## config.mk

```make
export PLATFORM = sky130hd
export DESIGN_NAME = sock_chg_irq
export DESIGN_NICKNAME = d
export VERILOG_FILES = /design/src/rtl/sci_pkg.sv /design/src/rtl/sci_sync.sv /design/src/rtl/sci_debounce.sv /design/src/rtl/sock_chg_irq.sv
export SDC_FILE = /design/constraint.sdc
export NUM_CORES = 1
export LEC_CHECK = 0
export ABC_AREA = 1
export CAP_MARGIN = 10
export CORE_ASPECT_RATIO = 0.9
export CORE_MARGIN = 3
export CORE_UTILIZATION = 49
export DETAILED_ROUTE_END_ITERATION = 10
export GPL_TIMING_DRIVEN = 0
export PLACE_DENSITY = 0.8
export SLEW_MARGIN = 20
export SYNTH_ARGS = -nofsm -noshare
export SYNTH_HDL_FRONTEND = slang
export SYNTH_HIERARCHICAL = 1
export SYNTH_SLANG_ARGS = --single-unit
```

## constraint.sdc

```tcl
create_clock -name clk -period 1.45 [get_ports clk]
set_clock_uncertainty 0.1 [all_clocks]
set_input_delay 0.3625 -clock clk [delete_from_list [all_inputs] [get_ports clk]]
set_output_delay 0.3625 -clock clk [all_outputs]
set_load 0.005 [all_outputs]
```

## src/rtl/sci_pkg.sv

```systemverilog
package sci_pkg;
    localparam logic [1:0] IDX_STAT = 2'd0;
    localparam logic [1:0] IDX_CHG  = 2'd1;
    localparam logic [1:0] IDX_CFG  = 2'd2;

    // writable bits of the configuration register (bit 2 reserved)
    localparam logic [7:0] CFG_WMASK = 8'hFB;

    typedef struct packed {
        logic cd;     // detect change, reads as bit 3
        logic bwarn;  // battery warning, reads as bit 1
        logic bdead;  // battery dead, reads as bit 0
    } chg_t;
endpackage

```

## src/rtl/sci_sync.sv

```systemverilog
module sci_sync #(
    parameter int W = 1
) (
    input  logic         clk,
    input  logic         rst_n,
    input  logic [W-1:0] d,
    output logic [W-1:0] q
);
    typedef struct packed {
        logic [W-1:0] s1;
        logic [W-1:0] s2;
    } st_t;

    st_t st_d, st_q;

    always_comb begin
        st_d    = st_q;
        st_d.s1 = d;
        st_d.s2 = st_q.s1;
    end

    always_ff @(posedge clk or negedge rst_n) begin
        if (!rst_n) st_q <= '0;
        else        st_q <= st_d;
    end

    assign q = st_q.s2;
endmodule

```

## src/rtl/sci_debounce.sv

```systemverilog
module sci_debounce #(
    parameter int DEB_CYCLES = 16
) (
    input  logic clk,
    input  logic rst_n,
    input  logic in_s,
    output logic level,
    output logic flip
);
    localparam int          CW   = $clog2(DEB_CYCLES + 1);
    localparam logic [CW-1:0] LAST = CW'(DEB_CYCLES - 1);

    typedef struct packed {
        logic          level;
        logic [CW-1:0] cnt;
    } st_t;

    st_t st_d, st_q;

    always_comb begin
        st_d = st_q;
        if (in_s != st_q.level) begin
            if (st_q.cnt == LAST) begin
                st_d.level = in_s;
                st_d.cnt   = '0;
            end else begin
                st_d.cnt = st_q.cnt + 1'b1;
            end
        end else begin
            st_d.cnt = '0;
        end
    end

    always_ff @(posedge clk or negedge rst_n) begin
        if (!rst_n) st_q <= '0;
        else        st_q <= st_d;
    end

    assign level = st_q.level;
    assign flip  = st_d.level ^ st_q.level;
endmodule

```

## src/rtl/sock_chg_irq.sv

```systemverilog
module sock_chg_irq
    import sci_pkg::*;
#(
    parameter int DEB_CYCLES = 16
) (
    input  logic       clk,
    input  logic       rst_n,
    input  logic       det_a_i,
    input  logic       det_b_i,
    input  logic       ready_i,
    input  logic       wprot_i,
    input  logic [1:0] bvd_i,
    input  logic       pwr_ok_i,
    input  logic [1:0] reg_addr,
    input  logic       reg_rd,
    input  logic       reg_wr,
    input  logic [7:0] reg_wdata,
    output logic [7:0] reg_rdata,
    output logic       irq,
    output logic [3:0] irq_num,
    output logic       socket_full
);
    localparam int NDET = 2;
    localparam int NPIN = NDET + 5;

    typedef struct packed {
        chg_t       chg;
        logic [7:0] cfg;
        logic [1:0] bvd_prev;
    } st_t;

    st_t st_d, st_q;

    logic [NPIN-1:0] pins_raw, pins_s;
    logic [NDET-1:0] det_s, det_lvl, det_flip;
    logic [1:0]      bvd_s;

    // {power, ready, wprot, det_b, det_a, bvd[1:0]}
    assign pins_raw = {pwr_ok_i, ready_i, wprot_i, det_b_i, det_a_i, bvd_i};

    sci_sync #(.W(NPIN)) u_sync (
        .clk  (clk),
        .rst_n(rst_n),
        .d    (pins_raw),
        .q    (pins_s)
    );

    assign det_s = pins_s[3:2];
    assign bvd_s = pins_s[1:0];

    for (genvar i = 0; i < NDET; i++) begin : g_deb
        sci_debounce #(.DEB_CYCLES(DEB_CYCLES)) u_deb (
            .clk  (clk),
            .rst_n(rst_n),
            .in_s (det_s[i]),
            .level(det_lvl[i]),
            .flip (det_flip[i])
        );
    end

    always_comb begin
        st_d = st_q;
        if (reg_rd && reg_addr == IDX_CHG) st_d.chg = '0;
        if (|det_flip) st_d.chg.cd = 1'b1;
        if (bvd_s != st_q.bvd_prev) begin
            if (bvd_s == 2'b01) st_d.chg.bwarn = 1'b1;
            if (bvd_s[0] == 1'b0) st_d.chg.bdead = 1'b1;
        end
        st_d.bvd_prev = bvd_s;
        if (reg_wr && reg_addr == IDX_CFG) st_d.cfg = reg_wdata & CFG_WMASK;
    end

    always_ff @(posedge clk or negedge rst_n) begin
        if (!rst_n) st_q <= '0;
        else        st_q <= st_d;
    end

    always_comb begin
        unique case (reg_addr)
            IDX_STAT: reg_rdata = {1'b0, pins_s[6:4], det_lvl[1], det_lvl[0], bvd_s};
            IDX_CHG:  reg_rdata = {4'b0, st_q.chg.cd, 1'b0, st_q.chg.bwarn, st_q.chg.bdead};
            IDX_CFG:  reg_rdata = st_q.cfg;
            default:  reg_rdata = 8'h00;
        endcase
    end

    assign irq = (st_q.chg.cd    & st_q.cfg[3])
               | (st_q.chg.bwarn & st_q.cfg[1])
               | (st_q.chg.bdead & st_q.cfg[0]);
    assign irq_num     = st_q.cfg[7:4];
    assign socket_full = &det_lvl;
endmodule

```

==> summary.md, run 1 <==
| Metric | Value |
|---|---|
| Sequential element share of the synthesized area | `between 50% and 60%` |
| Vias post-DR | `about 1400` |
| Num ports | `35` |
| ANT cells | `0` |
| Multi-input gate area in the final layout | `around 570 sq um` |
| Critical path launch point type | `primary input` |
| Port buffer count | `32` |
| Status | `finished, violations left` |
| Iter 0 DRT Violations | `~60` |
| DP Wirelength | `2.295 mm` |
| Post-route design area | `2349 sq um` |
| Ys async rst share | `between 90% and 100%` |
| Total wire length | `roughly 3.8 mm` |
| Final WS setup | `-0.1212 ns` |
| Row Count | `19` |
| WL per Instance | `roughly 13 um` |
| Post-Synth XOR/XNOR Area | `1.074%` |
| Most common cell in the netlist | `nand2_1` |
| Largest net degree at the start of global routing | `21` |
| Setup CP Type | `primary input to output port` |
| CP max stage cell | `nor2_4` |
| Critical path arrival | `1.11 ns` |
| DP Area | `slightly above 2000 sq um` |
| Crit Path Max Fanout | `4` |
| Post-synth top cells | `nand2_1 (66), dfrtp_1 (38), inv_1 (19), nor2_1 (17), nand3_1 (10)` |
| Yosys reg bits | `38` |
| Vias in the first global route | `approximately 1400` |
| Max_cap viols | `0` |
| Area delta synth->final | `44.05%` |
| Clk buf depth | `2` |
| Place WS | `-0.9283 ns` |
| WP data required | `0.99 ns` |
| Share of layout cells above drive strength 1 | `between 30% and 40%` |
| DR vias/cell | `between 4 and 5` |
| Initial antenna violation count | `0` |
| Period utilization | `108.4%` |
| Max IR drop VDD | `about 0.00083 V` |
| Pwr Density | `990.4 nW/um^2` |
| Core Region | `a little over 3000 sq um` |
| CTS buffer count | `5` |
| Final Max Slew Viols | `0` |
| Number of synthesis warnings | `6` |
| GRT overflow | `0` |
| Worst slew margin | `between 60% and 70%` |
| Synth top area share | `between 50% and 60%` |
| Routability Congestion | `approximately 0.82` |
| First-pass GRT wire length | `about 6 mm` |
| Dominant cell type by area after synthesis | `dfrtp_1` |
| Syn nets | `roughly 200` |
| Post-synth top flop | `dfrtp_1` |
| Worst path most repeated cell | `buf_6` |
| DRC errors left | `0` |
| Post-Layout Cell Count | `approximately 290` |
| Synth Area in Simple Gates | `between 20% and 30%` |
| Utilization after layout | `75.41%` |
| Die height | `approximately 61 um` |
| RSZ-0062 raised after global routing | `true` |
| Post-synthesis average cell area | `between 9 and 10 sq um` |
| Synth Area in Compound Gates | `less than 1%` |
| Post-Place Cells | `254` |
| Synth top area cells | `dfrtp_1 (58%), nand2_1 (15%), inv_1 (4.4%)` |
| Clock sink total | `38` |
| Worst hold path type | `primary input to flip-flop` |
| Die width | `66.80 um` |
| Violated checks | `setup timing` |
| CP Capture Type | `output port` |
| GRT Total Usage | `20.34%` |
| Fin nets | `272` |
| Largest family of logic cells by synthesized area | `simple AND/OR/NAND/NOR gates` |
| TritonRoute pass-1 iters | `4` |
| Clock root buffer | `clkbuf_8` |
| Mux contribution to synthesized area | `0%` |
| FF+latch area | `950.9 sq um` |
| Htree depth | `2` |
| EDFF count, synth | `0` |
| Leak | `1.244 nW` |
| Mapped cell area | `approximately 1600 sq um` |
| CTS clk-pin slew, worst paths | `roughly 0.07 ns` |
| Clock tree from TritonCTS | `built` |
| Final setup viols | `7` |
| Filler Cells Inserted | `slightly below 200` |
| Final Hold Viols | `0` |
| Post-synth cell types | `17` |
| Critical Path Max Stage Delay | `between 0.15 and 0.2 ns` |
| Fmax | `between 600 and 700 MHz` |
| Initial Util | `a little over half` |
| Die area | `slightly above 4000 sq um` |
| Setup TNS | `-0.4481 ns` |
| Minimum clock period | `~1.6 ns` |
| CP Cell Sequence | `buf_12, nor2_4, buf_8, buf_6, buf_6, nand2_2, nand2_1, buf_2` |
| Clk Latency, worst-skew pair | `slightly below 0.3 ns` |
| Slew @ Worst Pin | `between 0.4 and 0.5 ns` |
| Adder-cell share of the synthesized area | `under 10%` |
| Mapped Cells | `179` |
| Post-route ant nets | `0` |
## sequential cells by signal, indices dropped and copies added, names as in the netlist
name               flops
g_deb.u_deb/st_q      10
st_q                   8
u_sync/q               7
u_sync/st_d            7
irq_num                4
g_deb.u_deb/level      2
## cell families after synthesis
group / count (synthesis)
compound gates: 2
flops: 38
fa+ha+maj: 2
xor+xnor: 2
buf+inv: 27
simple gates: 108
## path summary, 6_finish.rpt
check	from	to	slack, ns	cells after the start
setup / recovery	reg_addr[0]	reg_rdata[4]	-0.12	8
hold / removal	reg_wr	irq_num[3]	0.24	3
setup reg to reg	g_deb[1].u_deb/level	st_q[12]	0.05	9
hold reg to reg	u_sync/st_d[2]	u_sync/q[2]	0.25	0
max in group asynchronous	rst_n	st_q[11]	0.33	3
min in group asynchronous	rst_n	irq_num[0]	0.47	2
## cells in the final DEF, fill, tap and decap left out, drive strengths merged
cell	synthesis	final
and3	1	1
buf	6	53
clkbuf	0	7
clkdlybuf4s50	0	15
clkinv	0	1
dfrtp	38	38
dlygate4sd3	0	1
ha	2	2
inv	21	21
nand2	68	68
nand3	17	17
nand4	4	4
nor2	18	18
o211ai	2	2
xnor2	2	2
## metal layers
metal	vias to the layer above	global-route usage [%]	wire [um]
met2	45	37.29	2019
li1	682	-	-
met5	-	0	0
met4	0	12.17	112
met1	693	20.61	1445
met3	10	5.926	257
## critical path, delay by kind of cell
family	cells	cell delay [ns]
buf+inv	5	0.51
simple gates	3	0.24
## report_power, final
part	total, mW	switching, mW	internal (mW)
Clock	0.727	0.344	0.383
Combinational	0.410	0.178	0.231
Sequential	1.19	0.0555	1.13
Total	2.33	0.578	1.75
## final cells by class
| type | instances | share of cell area (%) |
|---|---|---|
| clock inverter | 1 | 0.2131 |
| clock buffer | 7 | 3.676 |
| buffer | 6 | 2.397 |
| sequential | 38 | 40.49 |
| tap | 42 | 2.238 |
| multi-input combinational | 114 | 24.13 |
| inverter | 21 | 3.676 |
| timing repair buffer | 63 | 23.18 |
## what timing repair did
| action | CTS | global route |
|---|---|---|
| hold buffers | 1 | 0 |
| resized for setup | 86 | 6 |
| endpoints found under the setup margin | 14 | 9 |
| buffers inserted | 21 | 9 |
| endpoints found under the hold margin | 19 | 0 |
| gates cloned | 0 | 0 |
| pin swaps | 11 | 9 |
## per-stage QoR
step	hold WS (ns)	total power [mW]
after floorplan	-0.03309	1.347
after global placement	0.2331	1.525
after detailed placement	0.2347	1.547
after CTS	0.2351	2.319
after global routing	0.2411	2.447
final	0.2380	2.326
Note: power is estimated with default switching activity, not from simulation.
==> run 2: changes to the inputs <==
- CORE_UTILIZATION: 49 -> 55
- DONT_BUFFER_PORTS: default -> 1
- PLACE_DENSITY: 0.8 -> 0.73
==> run 2 against run 1 <==
  * The flow still finishes with violations (setup timing)
  * Flip-flop and latch count unchanged
  * Combinational power shrank 41%
  * Via count fell by 17%
  * Register-to-register slack better by 0.17 ns
  * Worst hold slack worse by 0.20 ns
  * Clock power fell by 12%
  * Setup slack better by 0.12 ns
  * Sequential power is essentially flat
  * Largest power group unchanged
==> summary.md, run 2 (synthesized netlist as in run 1, its figures left out) <==
| Metric | Value |
|---|---|
| Initial antenna violation count | `0 (unchanged)` |
| Critical path launch point type | `flip-flop` |
| Max FFs per register | `10 (unchanged)` |
| First-pass GRT wire length | `4.740 mm (-19%)` |
| Setup CP Type | `flip-flop to output port` |
| Vias post-DR | `1186 (-17%)` |
| Clk buf depth | `2 (unchanged)` |
| Final Hold Viols | `0 (unchanged)` |
| Violated checks | `setup timing` |
| Minimum clock period | `1.454 ns (-0.1176 ns)` |
| CP Cell Sequence | `inv_2, o211ai_1` |
| DP Wirelength | `1.916 mm (-17%)` |
| CP startpoint | `u_sync/q[0]` |
| Routability Congestion | `0.7926 (-3.0%)` |
| Critical path arrival | `0.99 ns (-0.12 ns)` |
| Largest net degree at the start of global routing | `39 (+86%)` |
| Hold Startpoint | `reg_wdata[3]` |
| Clk Latency, worst-skew pair | `0.33 ns (+0.04 ns)` |
| RSZ-0062 raised after global routing | `true` |
| Period utilization | `100.2% (-8.1 points)` |
| Total chip power | `2.071 mW (-11%)` |
| Status | `finished, violations left` |
| CP Capture Type | `output port` |
| Initial Util | `58.38% (+6.0 points)` |
| Die height | `57.65 um (-5.1%)` |
| Worst hold path type | `primary input to flip-flop` |
| Share of layout cells above drive strength 1 | `20.98% (-12 points)` |
| DP Area | `1680 sq um (-17%)` |
| Die area | `3654 sq um (-9.9%)` |
| CTS clk-pin slew, worst paths | `0.10 ns (+0.03 ns)` |
| WL per Instance | `11.86 um (-9.7%)` |
| Slew @ Worst Pin | `0.2213 ns (-0.2654 ns)` |
| Critical Path Max Stage Delay | `0.39 ns (+0.22 ns)` |
| DR vias/cell | `4.841 (-1.2%)` |
| Row Count | `18 (-1)` |
| Post-route design area | `1947 sq um (-17%)` |
| Core Region | `2793 sq um (-10%)` |
| Final Max Slew Viols | `0 (unchanged)` |
| Commonest cells after routing, fill and taps aside | `nand2_1 (65), dfrtp_1 (38), inv_1 (17)` |
| GRT Total Usage | `16.94% (-3.4 points)` |
| Worst slew margin | `85.18% (+18 points)` |
| Max_cap viols | `0 (unchanged)` |
| Clock tree from TritonCTS | `built` |
| Num ports | `35 (unchanged)` |
| CTS buffer count | `5 (unchanged)` |
| Place WS | `0.1019 ns (+1.030 ns)` |
| Total wire length | `2.905 mm (-24%)` |
| Fin nets | `227 (-17%)` |
| Final WS setup | `-0.003594 ns (+0.1176 ns)` |
| Most common cell after layout, fill and taps aside | `nand2_1` |
| Clock sink total | `38 (unchanged)` |
| Clock root buffer | `clkbuf_4` |
| Top flop regs | `g_deb.u_deb/st_q (10), st_q (8)` |
| Vias in the first global route | `1166 (-16%)` |
| Pwr Density | `1064 nW/um^2 (+7.4%)` |
| Largest register by flop count | `g_deb.u_deb/st_q` |
| Area delta synth->final | `19.42%` |
| Fmax | `688.0 MHz (+8.1%)` |
| ANT cells | `0 (unchanged)` |
| Die width | `63.39 um (-5.1%)` |
| TritonRoute pass-1 iters | `4 (unchanged)` |
| CP max stage cell | `dfrtp_1` |
| Buf+Inv Stages, Crit Path | `1 (-4)` |
| Max IR drop VDD | `0.0007673 V (-8.0%)` |
| CP top delay family | `flip-flops` |
| Reg2reg start | `g_deb[1].u_deb/st_q[0]` |
| WP data required | `0.99 ns (about the same)` |
| GRT overflow | `0 (unchanged)` |
| Port buffer count | `0 (-100%)` |
| Crit Path Max Fanout | `2 (-2)` |
| Htree depth | `2 (unchanged)` |
| DRC errors left | `0 (unchanged)` |
| Leak | `1.003 nW (-19%)` |
| Iter 0 DRT Violations | `48 (-19%)` |
| Final setup viols | `1 (-6)` |
| Post-route ant nets | `0 (unchanged)` |
## run 2: final cells by class
class	count	area, sq um
repair buffers	18	167.7
flip-flops and latches	38	950.9
fillers	237	845.8
plain buffers	6	56.30
inverters	21	78.83
well taps	40	50.05
clock buffers	8	78.83
multi-input cells	114	564.3
## run 2: metal layers
layer	GRT usage, %	vias up	wire length [um]
met2	30.80	32	1486
li1	-	597	-
met4	8.000	0	25
met3	5.039	3	166
met5	0	-	0
met1	18.17	554	1226
## run 2: repair_timing
action	CTS	global route
setup endpoints to repair	2	5
buffers inserted	3	6
pin swaps	2	3
resized for setup	1	6
hold buffers	9	0
hold endpoints to repair	45	0
## run 2: final timing paths
| check | endpoint | slack [ns] | cells past startpoint |
|---|---|---|---|
| max | reg_rdata[0] | -0.004 | 2 |
| min | st_q[5] | 0.04 | 2 |
| max reg2reg | st_q[12] | 0.22 | 5 |
| min reg2reg | u_sync/q[4] | 0.26 | 0 |
| max in group asynchronous | u_sync/q[4] | 0.70 | 2 |
| min in group asynchronous | irq_num[3] | 0.37 | 2 |
## run 2: where the power goes
part / leakage, nW / internal [mW] / switching (mW)
logic: 0.488 / 0.116 / 0.127
registers: 0.471 / 1.13 / 0.0551
clock network: 0.0446 / 0.331 / 0.309
total: 1.00 / 1.58 / 0.491
## run 2: through the flow
step,instances,TNS (ns),hold slack [ns],util (%)
after global placement,219,0,-0.03244,60.17
after CTS,239,0,0.02705,67.38
after detailed placement,219,0,-0.03260,60.17
after floorplan,179,0,-0.03309,-
final,245,-0.003594,0.04272,69.71
after global routing,245,-0.1577,0.01560,69.71
## run 2: worst register-to-register path, stage by stage, from the launching register on
cell     delay (ns)
dfrtp_1        0.42
ha_1           0.25
nand4_1        0.15
nor2_1         0.07
nor2_1         0.10
nand2_1        0.05
==> run 3: changes to the inputs <==
- CORE_MARGIN: 3 -> default
==> run 3 against run 2 <==
  * The flow now finishes without violations
  * Largest cell class unchanged
  * Clock power decreased by 14%
  * Highest routed layer unchanged
  * Core utilization decreased by 1.6 points
  * Critical path type unchanged
  * Global-route usage is 2.9 points higher
  * Sequential share of layout area grew 1.6 points
  * Sequential power hardly changed
  * Routed wire length decreased by 2.0%
  * Register-to-register slack barely moved
  * Critical path depth stayed put
  * First-iteration DRC count grew 17%
  * Via count is 0.34% lower
  * Critical endpoint unchanged
  * Non-clock buffer count decreased by 3
  * Worst hold slack gained 0.0016 ns
==> summary.md, run 3 (synthesized netlist as in run 1, its figures left out) <==
| Metric | Value |
|---|---|
| Status | `finished, final reports clean` |
| Largest register by flop count | `g_deb.u_deb/st_q` |
| Htree depth | `2 (unchanged)` |
| Sequential Power Share | `60.5% (+3.2 points)` |
| Int Pwr | `1.474 mW (-6.7%)` |
| CP Cell Sequence | `inv_2, o211ai_1` |
| Worst hold path type | `primary input to flip-flop` |
| GRT overflow | `0 (unchanged)` |
| Minimum clock period | `1.444 ns (-0.009928 ns)` |
| CP max stage cell | `dfrtp_1` |
| TritonRoute pass-1 iters | `4 (unchanged)` |
| Setup CP Type | `flip-flop to output port` |
| Row Count | `18 (unchanged)` |
| Largest net degree at the start of global routing | `39 (unchanged)` |
| GRT met1 Usage | `21.68% (+3.5 points)` |
| Total wire length | `2.847 mm (-2.0%)` |
| Vias in the first global route | `1096 (-6.0%)` |
| Leak | `0.9734 nW (-2.9%)` |
| NetSw | `0.4902 mW (-0.18%)` |
| Max IR drop VDD | `0.0006690 V (-13%)` |
| DP Area | `1680 sq um (unchanged)` |
| Met2 Usage GRT | `35.96% (+5.2 points)` |
| Post-Place Cells | `219 (unchanged)` |
| Die height | `53.65 um (-6.9%)` |
| Final Max Slew Viols | `0 (unchanged)` |
| First-pass GRT wire length | `4.457 mm (-6.0%)` |
| CP Capture Type | `output port` |
| Net Sw Frac | `24.96% (+1.2 points)` |
| Final WS setup | `0.006334 ns (+0.009928 ns)` |
| ANT cells | `0 (unchanged)` |
| Port buffer count | `0 (unchanged)` |
| Fin nets | `224 (-1.3%)` |
| Critical path launch point type | `flip-flop` |
| Clock sink total | `38 (unchanged)` |
| Fmax | `692.7 MHz (+0.69%)` |
| Final setup viols | `0 (-1)` |
| CTS buffer count | `5 (unchanged)` |
| Die area | `3186 sq um (-13%)` |
| GRT Total Usage | `19.79% (+2.9 points)` |
| Clock tree from TritonCTS | `built` |
| Post-route ant nets | `0 (unchanged)` |
| Comb pwr share | `11.5% (-0.2 points)` |
| Core Region | `2770 sq um (-0.81%)` |
| Crit Path Max Fanout | `4 (+2)` |
| Clock root buffer | `clkbuf_4` |
| Commonest cells after routing, fill and taps aside | `nand2_1 (66), dfrtp_1 (38), inv_1 (17), nor2_1 (17)` |
| Gr busiest metal | `met2` |
| Filler Cells Inserted | `228 (-3.8%)` |
| Final Hold Viols | `0 (unchanged)` |
| Slew @ Worst Pin | `0.2142 ns (-0.007094 ns)` |
| Share of layout cells above drive strength 1 | `16.83% (-4.1 points)` |
| Clk Latency, worst-skew pair | `0.33 ns (about the same)` |
| Initial Util | `58.85% (+0.47 points)` |
| Worst slew margin | `85.65% (+0.47 points)` |
| Max_cap viols | `0 (unchanged)` |
| Num ports | `35 (unchanged)` |
| Pwr Density | `1042 nW/um^2 (-2.1%)` |
| Period utilization | `99.56% (-0.68 points)` |
| Vias post-DR | `1182 (-0.34%)` |
| Die width | `59.39 um (-6.3%)` |
| Routability Congestion | `0.8040 (+1.4%)` |
| Critical path arrival | `0.98 ns (about the same)` |
| Max FFs per register | `10 (unchanged)` |
| DR vias/cell | `4.884 (+0.90%)` |
| Critical Path Max Stage Delay | `0.39 ns (about the same)` |
| WL per Instance | `11.76 um (-0.78%)` |
| Iter 0 DRT Violations | `56 (+17%)` |
| RSZ-0062 raised after global routing | `true` |
| Post-route design area | `1886 sq um (-3.1%)` |
| GRT met3 Usage | `5.769% (+0.73 points)` |
| WP data required | `0.99 ns (about the same)` |
| Most common cell after layout, fill and taps aside | `nand2_1` |
| Top flop regs | `g_deb.u_deb/st_q (10), st_q (8)` |
| CTS clk-pin slew, worst paths | `0.11 ns (about the same)` |
| Area delta synth->final | `15.66%` |
| DRC errors left | `0 (unchanged)` |
| Hold_ws | `0.04434 ns (+0.001616 ns)` |
| Clk buf depth | `2 (unchanged)` |
| Initial antenna violation count | `0 (unchanged)` |
| Post-Layout Cell Count | `242 (-1.2%)` |
| Place WS | `0.1184 ns (+0.01650 ns)` |
| DP Wirelength | `1.971 mm (+2.9%)` |
| Clock share of power | `28.0% (-2.9 points)` |
| Total chip power | `1.964 mW (-5.2%)` |
-- run 3: through the flow --
| step | util (%) | TNS, ns |
|---|---|---|
| final | 68.07 | 0 |
| after global routing | 68.07 | -0.1090 |
| after global placement | 60.66 | 0 |
| after CTS | 67.52 | -0.006522 |
| after detailed placement | 60.66 | 0 |
| after floorplan | - | 0 |
-- run 3: path summary, 6_finish.rpt --
kind	slack (ns)	startpoint	depth (start not counted)	end
min in group asynchronous	0.37	rst_n	2	st_q[11]
min reg2reg	0.26	u_sync/st_d[6]	0	u_sync/q[6]
max	0.006	u_sync/q[0]	2	reg_rdata[0]
max reg2reg	0.21	g_deb[1].u_deb/st_q[0]	5	st_q[12]
min	0.04	reg_wdata[5]	2	irq_num[1]
max in group asynchronous	0.69	rst_n	2	g_deb[1].u_deb/st_q[2]
-- run 3: power by group through the flow --
stage | Sequential, mW | Clock [mW] | Combinational [mW]
2_1_floorplan | 1.19 | 0 | 0.154
3_3_place_gp | 1.20 | 0 | 0.171
3_5_place_dp | 1.21 | 0 | 0.177
4_1_cts | 1.19 | 0.583 | 0.228
5_1_grt | 1.19 | 0.619 | 0.261
6_report | 1.19 | 0.550 | 0.226
-- run 3: what timing repair did --
| action | 4_1_cts | 5_1_grt |
|---|---|---|
| pin swaps | 2 | 1 |
| gates resized for setup | 1 | 1 |
| endpoints found under the hold margin | 45 | 0 |
| buffers inserted | 4 | 2 |
| hold buffers | 9 | 0 |
| endpoints found under the setup margin | 4 | 3 |
-- run 3: layout make-up --
class | count | area, sq um | area share (%)
Buffer | 6 | 56.30 | 2.986
Clock buffer | 7 | 55.05 | 2.920
Clock inverter | 1 | 5.005 | 0.2654
Inverter | 21 | 78.83 | 4.180
Multi-Input combinational cell | 114 | 544.3 | 28.87
Sequential cell | 38 | 950.9 | 50.43
Tap cell | 40 | 50.05 | 2.654
Timing Repair Buffer | 15 | 145.1 | 7.697
-- run 3: layer usage --
layer  vias to the layer above  wire length (um)
met5                         -                 0
met4                         0                28
met3                         5               136
met2                        24              1530
met1                       560              1150
li1                        593                 -
-- run 3: critical path: cells and delay by family, from the launching register on --
kind / cells / cell delay (ns)
compound gates: 1 / 0.21
buf+inv: 1 / 0.06
flops: 1 / 0.39
